$ cat src/rtl/bsc_pkg.sv
package bsc_pkg;

    // Sequencing phase after reset or a move
    typedef enum logic [1:0] {
        PH_DEAD  = 2'd0,
        PH_BLANK = 2'd1,
        PH_RUN   = 2'd2
    } phase_e;

    // A trip waiting for its confirming sample
    typedef struct packed {
        logic valid;
        logic charging;
    } streak_t;

    // Number of ladder levels for a power-of-two bank
    function automatic int unsigned cfg_levels(input int unsigned ncaps);
        return $clog2(ncaps) + 1;
    endfunction

    // Comparator sense that asks for a move in the given mode
    function automatic logic trip_seen(input logic above, input logic charging);
        return charging ? above : !above;
    endfunction

endpackage

$ cat src/rtl/bsc_seq_timer.sv
module bsc_seq_timer import bsc_pkg::*; #(
    parameter int unsigned DEAD_CYC  = 2,
    parameter int unsigned BLANK_CYC = 8
) (
    input  logic   clk,
    input  logic   rst,
    input  logic   start,
    output phase_e phase,
    output logic   run,
    output logic   out_en
);
    localparam int unsigned MAXC = (DEAD_CYC > BLANK_CYC) ? DEAD_CYC : BLANK_CYC;
    localparam int unsigned CW   = $clog2(MAXC + 1);
    localparam logic [CW-1:0] DEAD_LAST  = CW'(DEAD_CYC - 1);
    localparam logic [CW-1:0] BLANK_LAST = CW'(BLANK_CYC - 1);

    logic [CW-1:0] cnt;

    always_ff @(posedge clk) begin
        if (rst) begin
            phase <= PH_DEAD;
            cnt   <= '0;
        end else begin
            case (phase)
                PH_DEAD: begin
                    if (cnt == DEAD_LAST) begin
                        phase <= PH_BLANK;
                        cnt   <= '0;
                    end else begin
                        cnt <= cnt + CW'(1);
                    end
                end
                PH_BLANK: begin
                    if (cnt == BLANK_LAST) begin
                        phase <= PH_RUN;
                        cnt   <= '0;
                    end else begin
                        cnt <= cnt + CW'(1);
                    end
                end
                PH_RUN: begin
                    if (start) begin
                        phase <= PH_DEAD;
                        cnt   <= '0;
                    end
                end
                default: begin
                    phase <= PH_DEAD;
                    cnt   <= '0;
                end
            endcase
        end
    end

    assign run    = (phase == PH_RUN);
    assign out_en = (phase != PH_DEAD);

    // a move always opens every switch on the next cycle
    assert_dead_after_move_R7: assert property (@(posedge clk) disable iff (rst)
        start |=> (phase == PH_DEAD));

    // trip evaluation resumes only after the blanking phase
    assert_run_from_blank_R8: assert property (@(posedge clk) disable iff (rst)
        $rose(run) |-> ($past(phase) == PH_BLANK));

endmodule

$ cat src/rtl/bsc_trip_filter.sv
module bsc_trip_filter import bsc_pkg::*; (
    input  logic clk,
    input  logic rst,
    input  logic run,
    input  logic tick,
    input  logic above,
    input  logic charging,
    input  logic at_top,
    input  logic at_bot,
    output logic accept
);
    streak_t streak;
    logic    room;
    logic    qual;

    // A move is possible only away from the end of the ladder it would leave
    assign room   = charging ? !at_bot : !at_top;
    assign qual   = run && tick && trip_seen(above, charging) && room;
    assign accept = qual && streak.valid && (streak.charging == charging);

    always_ff @(posedge clk) begin
        if (rst || !run) begin
            streak <= '0;
        end else if (tick) begin
            if (qual && !accept) begin
                streak.valid    <= 1'b1;
                streak.charging <= charging;
            end else begin
                streak <= '0;
            end
        end
    end

    // the first run cycle can never confirm a trip
    assert_no_accept_after_blank_R8: assert property (@(posedge clk) disable iff (rst)
        accept |-> $past(run));

endmodule

$ cat src/rtl/bsc_ladder.sv
module bsc_ladder #(
    parameter int unsigned NUM_CFG = 3,
    parameter int unsigned CODE_W  = 2
) (
    input  logic              clk,
    input  logic              rst,
    input  logic              accept,
    input  logic              charging,
    output logic [CODE_W-1:0] cfg,
    output logic              pulse,
    output logic              at_top,
    output logic              at_bot
);
    localparam logic [CODE_W-1:0] TOP = CODE_W'(NUM_CFG - 1);

    logic illegal;

    assign illegal = (cfg > TOP);
    assign at_top  = (cfg == TOP);
    assign at_bot  = (cfg == '0);

    always_ff @(posedge clk) begin
        if (rst) begin
            cfg   <= '0;
            pulse <= 1'b0;
        end else begin
            pulse <= 1'b0;
            if (illegal) begin
                cfg <= '0;
            end else if (accept) begin
                if (charging && !at_bot) begin
                    cfg   <= cfg - CODE_W'(1);
                    pulse <= 1'b1;
                end else if (!charging && !at_top) begin
                    cfg   <= cfg + CODE_W'(1);
                    pulse <= 1'b1;
                end
            end
        end
    end

    // a discharge move climbs exactly one level
    assert_step_up_R3: assert property (@(posedge clk) disable iff (rst)
        (accept && !charging && !at_top && !illegal) |=> (cfg == $past(cfg) + CODE_W'(1)));

    // a charge move descends exactly one level
    assert_step_down_R4: assert property (@(posedge clk) disable iff (rst)
        (accept && charging && !at_bot && !illegal) |=> (cfg == $past(cfg) - CODE_W'(1)));

    // the ends of the ladder saturate
    assert_hold_top_R5: assert property (@(posedge clk) disable iff (rst)
        (at_top && !charging) |=> at_top);
    assert_hold_bot_R5: assert property (@(posedge clk) disable iff (rst)
        (at_bot && charging) |=> at_bot);

    // the strobe marks a cycle whose level differs from the one before
    assert_pulse_on_change_R9: assert property (@(posedge clk) disable iff (rst)
        pulse |-> (cfg != $past(cfg)));

endmodule

$ cat src/rtl/bsc_sw_decode.sv
module bsc_sw_decode #(
    parameter int unsigned NUM_CFG = 3,
    parameter int unsigned CODE_W  = 2
) (
    input  logic [CODE_W-1:0]  cfg,
    input  logic               out_en,
    output logic [NUM_CFG-1:0] sw_en
);
    for (genvar g = 0; g < NUM_CFG; g++) begin : g_group
        assign sw_en[g] = out_en && (cfg == CODE_W'(g));
    end
endmodule

$ cat src/rtl/bank_stack_ctrl.sv
module bank_stack_ctrl import bsc_pkg::*; #(
    parameter  int unsigned NUM_CAPS  = 4,
    parameter  int unsigned DEAD_CYC  = 2,
    parameter  int unsigned BLANK_CYC = 8,
    localparam int unsigned NUM_CFG   = cfg_levels(NUM_CAPS),
    localparam int unsigned CODE_W    = (NUM_CFG > 1) ? $clog2(NUM_CFG) : 1
) (
    input  logic               clk,
    input  logic               rst,
    input  logic               cmp_tick,
    input  logic               cmp_above,
    input  logic               mode_chg,
    output logic [CODE_W-1:0]  cfg_code,
    output logic [NUM_CFG-1:0] sw_en,
    output logic               stack_pulse
);
    phase_e phase;
    logic   run;
    logic   out_en;
    logic   accept;
    logic   at_top;
    logic   at_bot;

    bsc_seq_timer #(
        .DEAD_CYC  (DEAD_CYC),
        .BLANK_CYC (BLANK_CYC)
    ) timer_i (
        .clk    (clk),
        .rst    (rst),
        .start  (accept),
        .phase  (phase),
        .run    (run),
        .out_en (out_en)
    );

    bsc_trip_filter filter_i (
        .clk      (clk),
        .rst      (rst),
        .run      (run),
        .tick     (cmp_tick),
        .above    (cmp_above),
        .charging (mode_chg),
        .at_top   (at_top),
        .at_bot   (at_bot),
        .accept   (accept)
    );

    bsc_ladder #(
        .NUM_CFG (NUM_CFG),
        .CODE_W  (CODE_W)
    ) ladder_i (
        .clk      (clk),
        .rst      (rst),
        .accept   (accept),
        .charging (mode_chg),
        .cfg      (cfg_code),
        .pulse    (stack_pulse),
        .at_top   (at_top),
        .at_bot   (at_bot)
    );

    bsc_sw_decode #(
        .NUM_CFG (NUM_CFG),
        .CODE_W  (CODE_W)
    ) decode_i (
        .cfg    (cfg_code),
        .out_en (out_en),
        .sw_en  (sw_en)
    );

    // at most one switch group is ever closed
    assert_sw_onehot_R2: assert property (@(posedge clk) disable iff (rst)
        $onehot0(sw_en));

    // no direct hand-over between two closed switch patterns
    assert_break_before_make_R7: assert property (@(posedge clk) disable iff (rst)
        ((sw_en != '0) && ($past(sw_en) != '0)) |-> (sw_en == $past(sw_en)));

    // a strobe is always followed by the dead interval
    assert_pulse_single_R9: assert property (@(posedge clk) disable iff (rst)
        stack_pulse |-> ((sw_en == '0) && !$past(stack_pulse)));

endmodule

$ cat config.mk
export PLATFORM = sky130hd
export DESIGN_NAME = bank_stack_ctrl
export DESIGN_NICKNAME = d
export VERILOG_FILES = /design/src/rtl/bsc_pkg.sv /design/src/rtl/bsc_seq_timer.sv /design/src/rtl/bsc_trip_filter.sv /design/src/rtl/bsc_ladder.sv /design/src/rtl/bsc_sw_decode.sv /design/src/rtl/bank_stack_ctrl.sv
export SDC_FILE = /design/constraint.sdc
export NUM_CORES = 1
export LEC_CHECK = 0
export BUFFER_PORTS_ARGS = -buffer_cell sky130_fd_sc_hd__buf_2
export CAP_MARGIN = 20
export CORE_AREA = 2 2 39 41
export CTS_CLUSTER_SIZE = 40
export DETAILED_ROUTE_END_ITERATION = 7
export DIE_AREA = 0 0 41 43
export GPL_TIMING_DRIVEN = 0
export PLACE_DENSITY_LB_ADDON = 0.3
export SLEW_MARGIN = 25
export SYNTH_ARGS = -nofsm -noshare
export SYNTH_HDL_FRONTEND = slang
export SYNTH_HIERARCHICAL = 1
export SYNTH_SLANG_ARGS = --single-unit
$ cat constraint.sdc
create_clock -name clk -period 5.63 [get_ports clk]
set_input_delay 0.8445 -clock clk [delete_from_list [all_inputs] [get_ports clk]]
set_output_delay 0.8445 -clock clk [all_outputs]
set_load 0.05 [all_outputs]
Word-level counts from Yosys, hierarchy flattened
Cells that the tools add are included.
W data, S select, Z words.
Word-level totals
  word-level logic and storage cells: 62
  memory bits (read-only): 0
  memories: 0
  RAM bits: 0
  latch bits: 0
  output and inout bits: 6
  register bits after elaboration: 11
  bits of input ports: 5
Cells by class
  reductions and logical operators: 26
  eq/ne operators: 10
  shift operators: 0
  div/mod/pow operators: 0
  magnitude comparators: 1
  multiply operators: 0
  multiplexer cells: 15
  bitwise operators: 1
  $add $sub $neg: 3
Operators by type and width (count)
  $mux W2: 6
  $mux W4: 3
  $pmux W4 S3: 1
  $logic_and A1 B1 Y1: 11
  $logic_not A1 Y1: 6
  $pmux W2 S3: 1
  $add A4 B1 Y4 const B: 1
  $eq A2 B1 Y1 const B: 2
  $eq A2 B2 Y1 const B: 2
  $eq A4 B1 Y1 const B: 1
  $eq A4 B3 Y1 const B: 1
  $logic_not A2 Y1: 2
  $mux W1: 4
  $ne A2 B1 Y1 const B: 2
  $reduce_bool A2 Y1: 2
  $reduce_and A3 Y1: 1
  $reduce_or A3 Y1: 1
  $add A2 B1 Y2 const B: 1
  $gt A2 B2 Y1 const B: 1
  $ne A2 B2 Y1 const B: 1
  $reduce_and A2 Y1: 1
  $reduce_or A2 Y1: 1
  $sub A2 B1 Y2 const B: 1
  $eq A1 B1 Y1: 1
  other kinds (2): 2

Logic depth before layout (Yosys ltp)
Gate-level depths: netlist (run 1).
  word-level depth: 9
  mapped depth: 8

By module
Netlist (run 1), hierarchy kept.
By module, submodules not included
  bsc_seq_timer: cells each 39, sequential area each 120.1 um^2, area an instance 344.1 um^2, instances 1
  bsc_ladder: cells each 16, sequential area each 60.1 um^2, area an instance 146.4 um^2, instances 1
  bsc_trip_filter: cells each 16, sequential area each 40.0 um^2, area an instance 140.1 um^2, instances 1
  bsc_sw_decode: cells each 3, sequential area each 0.0 um^2, area an instance 30.0 um^2, instances 1

Worst setup path before layout (run 1)
OpenSTA, ideal clock, no wires.
  path type: reg2reg
  start point: register ladder_i.cfg[0]
  end point: register timer_i.cnt[2]
  period minus slack after synthesis: 2207 ps
  setup slack: 3423 ps
  library setup time: 126 ps
  data arrival time: 2081 ps
  data required time: 5504 ps
  cell stages (with the launch flop): 8
  cell sequence: dfxtp_1 -> and2b_2 -> or3_1 -> a21oi_1 -> and3_1 -> nor4b_2 -> o21ai_0 -> o21ai_0
On the way
  word-level cells in the longest chain between the ends: 7
  elaborated cells between the ends (all ways): 9
Ends and longest elaborated chain
  start: declaration: RTL line bsc_ladder.sv:9  | output logic [CODE_W-1:0] cfg,
  start signal: assignment: RTL line bsc_ladder.sv:32  | cfg <= cfg - CODE_W'(1);
  start signal: assignment: RTL line bsc_ladder.sv:35  | cfg <= cfg + CODE_W'(1);
  $eq A2 B2 Y1: RTL line bsc_ladder.sv:19  | assign at_top = (cfg == TOP);
  named net at_top: RTL line bank_stack_ctrl.sv:21  | logic at_top;
  $logic_not A1 Y1: RTL line bsc_trip_filter.sv:17  | assign room = charging ? !at_bot : !at_top;
  $mux W1: RTL line bsc_trip_filter.sv:17
  $logic_and A1 B1 Y1: RTL line bsc_trip_filter.sv:18  | assign qual = run && tick && trip_seen(above, charging) && room;
  $logic_and A1 B1 Y1 (2 in series): RTL line bsc_trip_filter.sv:19  | assign accept = qual && streak.valid && (streak.charging == charging);
  named net accept: RTL line bank_stack_ctrl.sv:20  | logic accept;
  $ne A2 B2 Y1 (no line)
  end signal: assignment: RTL line bsc_seq_timer.sv:30  | cnt <= cnt + CW'(1);
  end signal: assignment: RTL line bsc_seq_timer.sv:38  | cnt <= cnt + CW'(1);
  end: declaration: RTL line bsc_seq_timer.sv:17  | logic [CW-1:0] cnt;
The timed path passes the listed nets, and every way through them passes these cells.
A chain may end at the register's enable or synchronous reset.

Final worst setup path (run 1)
  start point: register timer_i.phase[1]
  end point: output port sw_en[2]
On the way
  word-level cells in the longest chain between the ends: 2
Ends and longest elaborated chain
  start: declaration: RTL line bsc_seq_timer.sv:8  | output phase_e phase,
  start signal: assignment: RTL line bsc_seq_timer.sv:21  | phase <= PH_DEAD;
  start signal: assignment: RTL line bsc_seq_timer.sv:27  | phase <= PH_BLANK;
  start signal: assignment: RTL line bsc_seq_timer.sv:35  | phase <= PH_RUN;
  $reduce_bool A2 Y1: RTL line bsc_seq_timer.sv:56  | assign out_en = (phase != PH_DEAD);
  named net out_en: RTL line bank_stack_ctrl.sv:19  | logic out_en;
  $logic_and A1 B1 Y1: RTL line bsc_sw_decode.sv:10  | assign sw_en[g] = out_en && (cfg == CODE_W'(g));
  end: declaration: RTL line bank_stack_ctrl.sv:14  | output logic [NUM_CFG-1:0] sw_en,
The timed path passes the listed nets, and every way through them passes these cells.

==> flow_results.xml, run 1 <==
<?xml version="1.0" encoding="UTF-8"?>
<metrics>
  <group name="place">
    <metric name="dpl_cells" unit="">100</metric>
    <metric name="buffer_ports.inserted" unit="">10</metric>
    <metric name="place_area" unit="um2">731</metric>
    <metric name="routabilityCongestion" unit="">0.771</metric>
    <metric name="dpl.hpwl" unit="um">932</metric>
  </group>
  <group name="clocking">
    <metric name="cts_tree" unit="">yes</metric>
    <metric name="post-cts-setup-buffers" unit="">0</metric>
    <metric name="clock-root-buffer" unit="">sky130_fd_sc_hd__clkbuf_4</metric>
    <metric name="numClockSinks" unit="">11</metric>
    <metric name="number_of_clock_buffers_inserted_by_tritoncts" unit="">3</metric>
    <metric name="cts.clk_slew.worst_paths" unit="ns">0.06</metric>
    <metric name="insertion_delay" unit="ns">0.26</metric>
    <metric name="cts_hold_repair.buffers" unit="">0</metric>
    <metric name="cts_resized" unit="">0</metric>
    <metric name="ctsLongestPathBuffers" unit="">2</metric>
    <metric name="clock_tree.htree_level_count" unit="">1</metric>
  </group>
  <group name="final_layout">
    <metric name="number_of_cells_in_the_finished_layout_apart_from_fillers" unit="">104</metric>
    <metric name="areaGrowthSynthToFinish" unit="%">14.6</metric>
    <metric name="drive_gt1_share" unit="%">25.0</metric>
    <metric name="final_nets" unit="">96</metric>
    <metric name="insertedDiodeCount" unit="">0</metric>
    <metric name="final_cell_area" unit="um2">757</metric>
  </group>
  <group name="detailed_routing">
    <metric name="dr_total_vias" unit="">608</metric>
    <metric name="drt_pre_antenna_iters" unit="">4</metric>
    <metric name="met3_length" unit="um">67</metric>
    <metric name="wl_per_cell" unit="um">12.4</metric>
    <metric name="detail_route.drc_violations" unit="">0</metric>
    <metric name="drt_wl_total" unit="um">1290</metric>
    <metric name="post_drt_via_cell_ratio" unit="">5.85</metric>
    <metric name="drt_iter0_drc" unit="">13</metric>
    <metric name="met1Wirelength" unit="um">554</metric>
    <metric name="dr.max_layer_used" unit="">met4</metric>
    <metric name="detailroute.wirelength.met2" unit="um">655</metric>
    <metric name="antenna_left" unit="">0</metric>
  </group>
  <group name="synthesis">
    <metric name="synth-warning-count" unit="">6</metric>
    <metric name="synth.net_count" unit="">81</metric>
    <metric name="synth_top_cell_area_share" unit="%">33.3</metric>
    <metric name="synth-edff-count" unit="">0</metric>
    <metric name="ys_top_cells_by_area" unit="">sky130_fd_sc_hd__dfxtp_1 33%, sky130_fd_sc_hd__ha_1 3.8%, sky130_fd_sc_hd__nand2b_1 3.8%</metric>
    <metric name="syn_area" unit="um2">661</metric>
    <metric name="synth_cell_type_count" unit="">37</metric>
    <metric name="ys_ff_latch" unit="">11</metric>
    <metric name="synth_seq_area_share" unit="%">33.3</metric>
    <metric name="syn-instance-count" unit="">74</metric>
    <metric name="post_synth.cell_area_avg" unit="um2">8.93</metric>
    <metric name="synth_top_cell_by_area" unit="">sky130_fd_sc_hd__dfxtp_1</metric>
    <metric name="proportion_of_register_bits_with_asynchronous_set_or_reset_after_synthesis" unit="%">0</metric>
    <metric name="synth_most_common_cell" unit="">sky130_fd_sc_hd__dfxtp_1</metric>
    <metric name="synthFlopType" unit="">sky130_fd_sc_hd__dfxtp_1</metric>
  </group>
  <group name="outcome">
    <metric name="run_status" unit="">complete, no violations</metric>
  </group>
  <group name="sta">
    <metric name="maxSlewViolCount" unit="">0</metric>
    <metric name="maxClockFrequency" unit="MHz">443</metric>
    <metric name="slew_headroom" unit="%">69.6</metric>
    <metric name="setup_viol" unit="">0</metric>
    <metric name="period_share" unit="%">40.1</metric>
    <metric name="worst_slew_pin_slew" unit="ns">0.455</metric>
    <metric name="clock_skew" unit="ns">0.000928</metric>
    <metric name="final.setup.tns" unit="ns">0</metric>
    <metric name="grt_setup_unrepaired" unit="">no</metric>
    <metric name="report.final.hold_viol_count" unit="">0</metric>
    <metric name="timing.final.crit_period" unit="ns">2.26</metric>
  </group>
  <group name="worst_setup_path">
    <metric name="critical_path.most_common_cell" unit="">sky130_fd_sc_hd__buf_2</metric>
    <metric name="r2r_setup_slack" unit="ns">3.57</metric>
    <metric name="r2r_cells" unit="">7</metric>
    <metric name="timing.critical_path.depth" unit="">4</metric>
    <metric name="timing.critical_path.max_delay_family" unit="">simple AND/OR/NAND/NOR gates</metric>
    <metric name="crit_path_max_fanout" unit="">10</metric>
    <metric name="critical_path.slowest_cell" unit="">sky130_fd_sc_hd__dfxtp_1</metric>
    <metric name="reg2reg_to" unit="">timer_i/cnt[2]</metric>
    <metric name="crit_path_start_kind" unit="">flop</metric>
    <metric name="critical_path.max_stage_delay" unit="ns">0.30</metric>
    <metric name="cp_data_required_time" unit="ns">4.79</metric>
    <metric name="cp-end-kind" unit="">primary output</metric>
    <metric name="r2r_start" unit="">ladder_i/cfg[0]</metric>
    <metric name="wp_data_arrival" unit="ns">1.41</metric>
    <metric name="critical_path.n_buffers_inverters" unit="">2</metric>
    <metric name="crit_chain" unit="">buf_2 &gt; or2_2 &gt; and3b_1 &gt; buf_2</metric>
    <metric name="criticalPathCategory" unit="">reg2out</metric>
  </group>
  <group name="hold_path">
    <metric name="holdCritStartpoint" unit="">filter_i/streak[0]</metric>
    <metric name="hp-class" unit="">reg2reg</metric>
    <metric name="hold_path_depth" unit="">2</metric>
    <metric name="worst_hold_path.endpoint" unit="">filter_i/streak[0]</metric>
  </group>
  <group name="global_routing">
    <metric name="largest_net_degree_at_the_start_of_global_routing" unit="">11</metric>
    <metric name="grt_first_pass_wirelength" unit="um">2090</metric>
    <metric name="via_count_of_the_first_global_routing_pass" unit="">523</metric>
    <metric name="grt_antenna_before_repair" unit="">0</metric>
    <metric name="overflow" unit="">0</metric>
    <metric name="track_usage" unit="%">17.2</metric>
  </group>
  <group name="job">
    <metric name="max_cap_violations" unit="">0</metric>
  </group>
  <group name="floorplan">
    <metric name="starting_density_of_the_core" unit="%">47.7</metric>
    <metric name="design.die.area" unit="mm2">0.00176</metric>
    <metric name="die_width" unit="um">41</metric>
    <metric name="core.rowCount" unit="">14</metric>
    <metric name="floorplan.core_area" unit="mm2">0.00138</metric>
    <metric name="dieHeight" unit="um">43</metric>
    <metric name="top_level_ports" unit="">11</metric>
  </group>
  <group name="power">
    <metric name="vdd_ir_drop_max" unit="uV">130</metric>
    <metric name="power.density_cell_area" unit="mW/mm2">233</metric>
    <metric name="power.static_leakage" unit="uW">0.000323</metric>
    <metric name="totalPowerFinal" unit="uW">176</metric>
  </group>
</metrics>
power by group:
group / internal, uW / switching (uW) / total, uW
registers: 83.1 / 8.65 / 91.7
clock network: 27.4 / 23.8 / 51.2
logic: 14.8 / 18.4 / 33.2
total: 125 / 50.9 / 176
tightest hold or removal path, delay by kind of cell, from the launching register on:
family	cells	cell delay, ns
AND/OR/NAND/NOR	1	0.07
flip-flops	1	0.33
AO/OA/AOI/OAI	1	0.06
layout by cell type, fill, tap and decap left out, types with 2 or more instances in the layout:
cell type	netlist	routed
sky130_fd_sc_hd__nand2_1	4	4
sky130_fd_sc_hd__or3b_1	2	2
sky130_fd_sc_hd__buf_2	2	12
sky130_fd_sc_hd__o41ai_1	2	2
sky130_fd_sc_hd__o21ai_0	4	4
sky130_fd_sc_hd__inv_1	2	2
sky130_fd_sc_hd__xnor2_1	2	2
sky130_fd_sc_hd__nand3b_1	2	2
sky130_fd_sc_hd__nor3_1	2	2
sky130_fd_sc_hd__nor2b_1	2	2
sky130_fd_sc_hd__and2_1	2	2
sky130_fd_sc_hd__dfxtp_1	11	11
sky130_fd_sc_hd__nand2b_1	4	4
sky130_fd_sc_hd__ha_1	2	2
sky130_fd_sc_hd__clkbuf_4	0	3
sky130_fd_sc_hd__nor3b_1	2	2
sky130_fd_sc_hd__nor2_1	4	4
sky130_fd_sc_hd__and3b_1	2	2
sky130_fd_sc_hd__a21oi_1	4	4
kinds of logic (layout without fill, tap and decap cells):
group                      after synthesis  count (layout)  synth area share, %
adders and majority gates                2               2                 3.79
and+or+nand+nor                         37              37                 38.6
xor gates and xnor gates                 2               2                 2.65
DFF                                     11              11                 33.3
AOI/OAI and AO/OA                       18              18                 18.9
buffers and inverters                    4              18                 2.65
registers in the layout, summed over array words and instances, names as in the netlist:
register and cells:
timer_i/phase 2, ladder_i/cfg 2, timer_i/cnt 4, filter_i/streak 2, ladder_i/pulse 1
per-layer routing:
layer	vias to the layer above	track usage, %
met5	-	0
met4	0	10.0
met3	2	3.14
met2	18	28.7
met1	285	18.7
li1	303	-
worst max path at each step:
stage / start / end / slack (ns)
4_1_cts: timer_i/phase[1] / sw_en[2] / 3.36
5_1_grt: timer_i/phase[1] / sw_en[2] / 3.29
2_1_floorplan: ladder_i/cfg[0] / timer_i/cnt[2] / 3.42
3_5_place_dp: mode_chg / timer_i/cnt[3] / 3.27
6_report: timer_i/phase[1] / sw_en[2] / 3.37
3_3_place_gp: mode_chg / timer_i/cnt[3] / 3.29
stage by stage:
stage          worst slack [ns]  util (%)  hold slack, ns
6_report                   3.37      54.7           0.502
5_1_grt                    3.29      54.7           0.543
3_5_place_dp               3.27      52.8           0.498
3_3_place_gp               3.29      52.8           0.487
4_1_cts                    3.36      54.7           0.507
2_1_floorplan              3.42         -           0.467
final cells by class:
| class | instances | area, um2 |
|---|---|---|
| Buffer | 2 | 10.0 |
| Clock buffer | 4 | 26.3 |
| Fill cell | 157 | 627 |
| Inverter | 2 | 7.51 |
| Multi-Input combinational cell | 59 | 423 |
| Sequential cell | 11 | 220 |
| Tap cell | 16 | 20.0 |
| Timing Repair Buffer | 10 | 50.0 |
Note: power is estimated with default switching activity, not from simulation.
==> run 2: changes to the inputs <==
==> constraint.sdc (replaced) <==
create_clock -name clk -period 2.08 [get_ports clk]
set_input_delay 0.312 -clock clk [delete_from_list [all_inputs] [get_ports clk]]
set_output_delay 0.312 -clock clk [all_outputs]
set_load 0.05 [all_outputs]
==> run 2 against run 1 <==
  * Combinational power increased to 2.7 times the previous value
  * Critical endpoint is now timer_i/cnt[2]
  * Final cell count unchanged
  * Non-clock buffer count unchanged
==> flow_results.xml, run 2 (synthesis results as in run 1) <==
<?xml version="1.0" encoding="UTF-8"?>
<metrics>
  <group name="outcome">
    <metric name="run_status" unit="">complete, no violations</metric>
  </group>
  <group name="power">
    <metric name="power_spent_charging_and_discharging_nets" unit="uW">137</metric>
    <metric name="power.static_leakage" unit="uW">0.000323</metric>
    <metric name="clock_power_share" unit="%">29.1</metric>
    <metric name="internal_power_consumption" unit="uW">339</metric>
    <metric name="sw_frac_of_total" unit="%">28.8</metric>
    <metric name="power.density_cell_area" unit="mW/mm2">627</metric>
    <metric name="vdd_ir_drop_max" unit="uV">387</metric>
    <metric name="power.combinational.fraction" unit="%">18.8</metric>
    <metric name="sequentialPowerShare" unit="%">52.2</metric>
  </group>
  <group name="detailed_routing">
    <metric name="wl_per_cell" unit="um">12.0</metric>
    <metric name="detail_route.drc_violations" unit="">0</metric>
    <metric name="antenna_left" unit="">0</metric>
    <metric name="drt_wl_total" unit="um">1240</metric>
    <metric name="drt_pre_antenna_iters" unit="">4</metric>
    <metric name="drt_iter0_drc" unit="">6</metric>
    <metric name="post_drt_via_cell_ratio" unit="">5.73</metric>
    <metric name="dr_total_vias" unit="">596</metric>
  </group>
  <group name="final_layout">
    <metric name="drive_gt1_share" unit="%">27.3</metric>
    <metric name="most_frequent_standard_cell_in_the_layout_excluding_fill_and_tap_cells" unit="">sky130_fd_sc_hd__buf_2</metric>
    <metric name="final_cell_area" unit="um2">759</metric>
    <metric name="most_frequent_cells_in_the_layout" unit="">12 x sky130_fd_sc_hd__buf_2, 10 x sky130_fd_sc_hd__dfxtp_1</metric>
    <metric name="finished_core_util" unit="%">54.9</metric>
    <metric name="multi_input_gate_area_in_the_final_layout" unit="um2">424</metric>
    <metric name="nFillCells" unit="">140</metric>
    <metric name="final_nets" unit="">96</metric>
    <metric name="areaGrowthSynthToFinish" unit="%">15.0</metric>
    <metric name="largest_register_ffs" unit="">4</metric>
    <metric name="seqCellArea" unit="um2">221</metric>
    <metric name="insertedDiodeCount" unit="">0</metric>
    <metric name="max_flop_register" unit="">timer_i/cnt</metric>
  </group>
  <group name="worst_setup_path">
    <metric name="cp-end-kind" unit="">flop</metric>
    <metric name="cp_data_required_time" unit="ns">2.22</metric>
    <metric name="critical_path.slowest_cell" unit="">sky130_fd_sc_hd__dfxtp_2</metric>
    <metric name="critical_path.max_stage_delay" unit="ns">0.39</metric>
    <metric name="r2r_start" unit="">ladder_i/cfg[0]</metric>
    <metric name="r2r_setup_slack" unit="ns">0.16</metric>
    <metric name="reg2reg_to" unit="">timer_i/cnt[2]</metric>
    <metric name="crit_chain" unit="">and2b_2 &gt; or3_1 &gt; a21oi_1 &gt; and3_2 &gt; nor4b_2 &gt; o21ai_0 &gt; o21ai_0</metric>
    <metric name="crit_path_start_kind" unit="">flop</metric>
    <metric name="r2r_cells" unit="">7</metric>
    <metric name="critical_path.n_buffers_inverters" unit="">0</metric>
    <metric name="timing.critical_path.max_delay_family" unit="">simple AND/OR/NAND/NOR gates</metric>
    <metric name="crit_path_max_fanout" unit="">9</metric>
    <metric name="critical_path.most_common_cell" unit="">sky130_fd_sc_hd__o21ai_0</metric>
    <metric name="criticalPathCategory" unit="">reg2reg</metric>
    <metric name="wp_data_arrival" unit="ns">2.06</metric>
  </group>
  <group name="floorplan">
    <metric name="starting_density_of_the_core" unit="%">47.7</metric>
    <metric name="design.die.area" unit="mm2">0.00176</metric>
    <metric name="core.rowCount" unit="">14</metric>
    <metric name="dieHeight" unit="um">43</metric>
    <metric name="top_level_ports" unit="">11</metric>
    <metric name="floorplan.core_area" unit="mm2">0.00138</metric>
    <metric name="die_width" unit="um">41</metric>
  </group>
  <group name="clocking">
    <metric name="insertion_delay" unit="ns">0.26</metric>
    <metric name="post-cts-setup-buffers" unit="">0</metric>
    <metric name="clock_tree.htree_level_count" unit="">1</metric>
    <metric name="cts_tree" unit="">yes</metric>
    <metric name="ctsLongestPathBuffers" unit="">2</metric>
    <metric name="clock-root-buffer" unit="">sky130_fd_sc_hd__clkbuf_4</metric>
    <metric name="number_of_clock_buffers_inserted_by_tritoncts" unit="">3</metric>
    <metric name="numClockSinks" unit="">11</metric>
    <metric name="cts.clk_slew.worst_paths" unit="ns">0.06</metric>
  </group>
  <group name="sta">
    <metric name="setup_viol" unit="">0</metric>
    <metric name="timing.final.crit_period" unit="ns">1.92</metric>
    <metric name="clock_skew" unit="ns">0.000901</metric>
    <metric name="finalHoldWorstSlack" unit="ns">0.252</metric>
    <metric name="slew_headroom" unit="%">73.9</metric>
    <metric name="worst_slew_pin_slew" unit="ns">0.390</metric>
    <metric name="maxClockFrequency" unit="MHz">520</metric>
    <metric name="final.setup.tns" unit="ns">0</metric>
    <metric name="grt_setup_unrepaired" unit="">no</metric>
    <metric name="report.final.hold_viol_count" unit="">0</metric>
    <metric name="maxSlewViolCount" unit="">0</metric>
    <metric name="period_share" unit="%">92.5</metric>
  </group>
  <group name="hold_path">
    <metric name="hp-class" unit="">in2reg</metric>
    <metric name="holdCritStartpoint" unit="">rst</metric>
    <metric name="hold_path_depth" unit="">2</metric>
    <metric name="worst_hold_path.endpoint" unit="">ladder_i/cfg[0]</metric>
  </group>
  <group name="global_routing">
    <metric name="grt_first_pass_wirelength" unit="um">2160</metric>
    <metric name="grt_antenna_before_repair" unit="">0</metric>
    <metric name="via_count_of_the_first_global_routing_pass" unit="">548</metric>
    <metric name="largest_net_degree_at_the_start_of_global_routing" unit="">11</metric>
    <metric name="track_usage" unit="%">17.6</metric>
    <metric name="overflow" unit="">0</metric>
  </group>
  <group name="place">
    <metric name="place_area" unit="um2">732</metric>
    <metric name="dpl.hpwl" unit="um">924</metric>
    <metric name="routabilityCongestion" unit="">0.771</metric>
    <metric name="buffer_ports.inserted" unit="">10</metric>
  </group>
  <group name="job">
    <metric name="max_cap_violations" unit="">0</metric>
  </group>
</metrics>
==> run 2: final cells by class <==
cell class | count | share of cell area, %
multi-input cells | 59 | 55.8
flip-flops and latches | 11 | 29.2
repair buffers | 10 | 6.59
clock buffers | 4 | 3.46
well taps | 16 | 2.64
plain buffers | 2 | 1.32
inverters | 2 | 0.988
==> run 2: per-stage QoR <==
step | total power [uW] | cells | setup slack (ns)
after CTS | 484 | 104 | 0.0616
after floorplan | 316 | 74 | 0.0371
after global placement | 337 | 100 | 0.119
final | 476 | 104 | 0.157
after global routing | 520 | 104 | 0.0175
after detailed placement | 341 | 100 | 0.0802
==> run 2: worst max path at each step <==
stage                               start        endpoint  slack (ns)  depth (start not counted)
after floorplan           ladder_i/cfg[1]  timer_i/cnt[2]        0.04                          7
after global placement    ladder_i/cfg[0]  timer_i/cnt[3]        0.12                          7
after detailed placement  ladder_i/cfg[0]  timer_i/cnt[2]        0.08                          7
after CTS                 ladder_i/cfg[0]  timer_i/cnt[2]        0.06                          7
after global routing      ladder_i/cfg[0]  timer_i/cnt[3]        0.02                          7
final                     ladder_i/cfg[0]  timer_i/cnt[2]        0.16                          7
==> run 2: layer usage <==
| layer | vias to the layer above | track usage, % | part of all wire (%) |
|---|---|---|---|
| met5 | - | 0 | 0 |
| met4 | 0 | 8.00 | 1.0 |
| met3 | 2 | 4.71 | 2.7 |
| met2 | 8 | 28.7 | 49 |
| met1 | 283 | 19.9 | 47 |
| li1 | 303 | - | - |
==> run 2: power by group through the flow <==
| stage | clock network [uW] | logic [uW] | registers [uW] |
|---|---|---|---|
| finish | 139 | 89.3 | 248 |
| global route | 164 | 104 | 251 |
| CTS | 147 | 89.8 | 248 |
| detailed placement | 0 | 89.1 | 252 |
| global placement | 0 | 85.0 | 252 |
| floorplan | 0 | 69.1 | 247 |
==> run 2: repair_timing <==
action | 4_1_cts | 5_1_grt
hold buffers | 0 | 0
endpoints found under the hold margin | 0 | 0
resized for setup | 0 | 1
endpoints found under the setup margin | 0 | 4
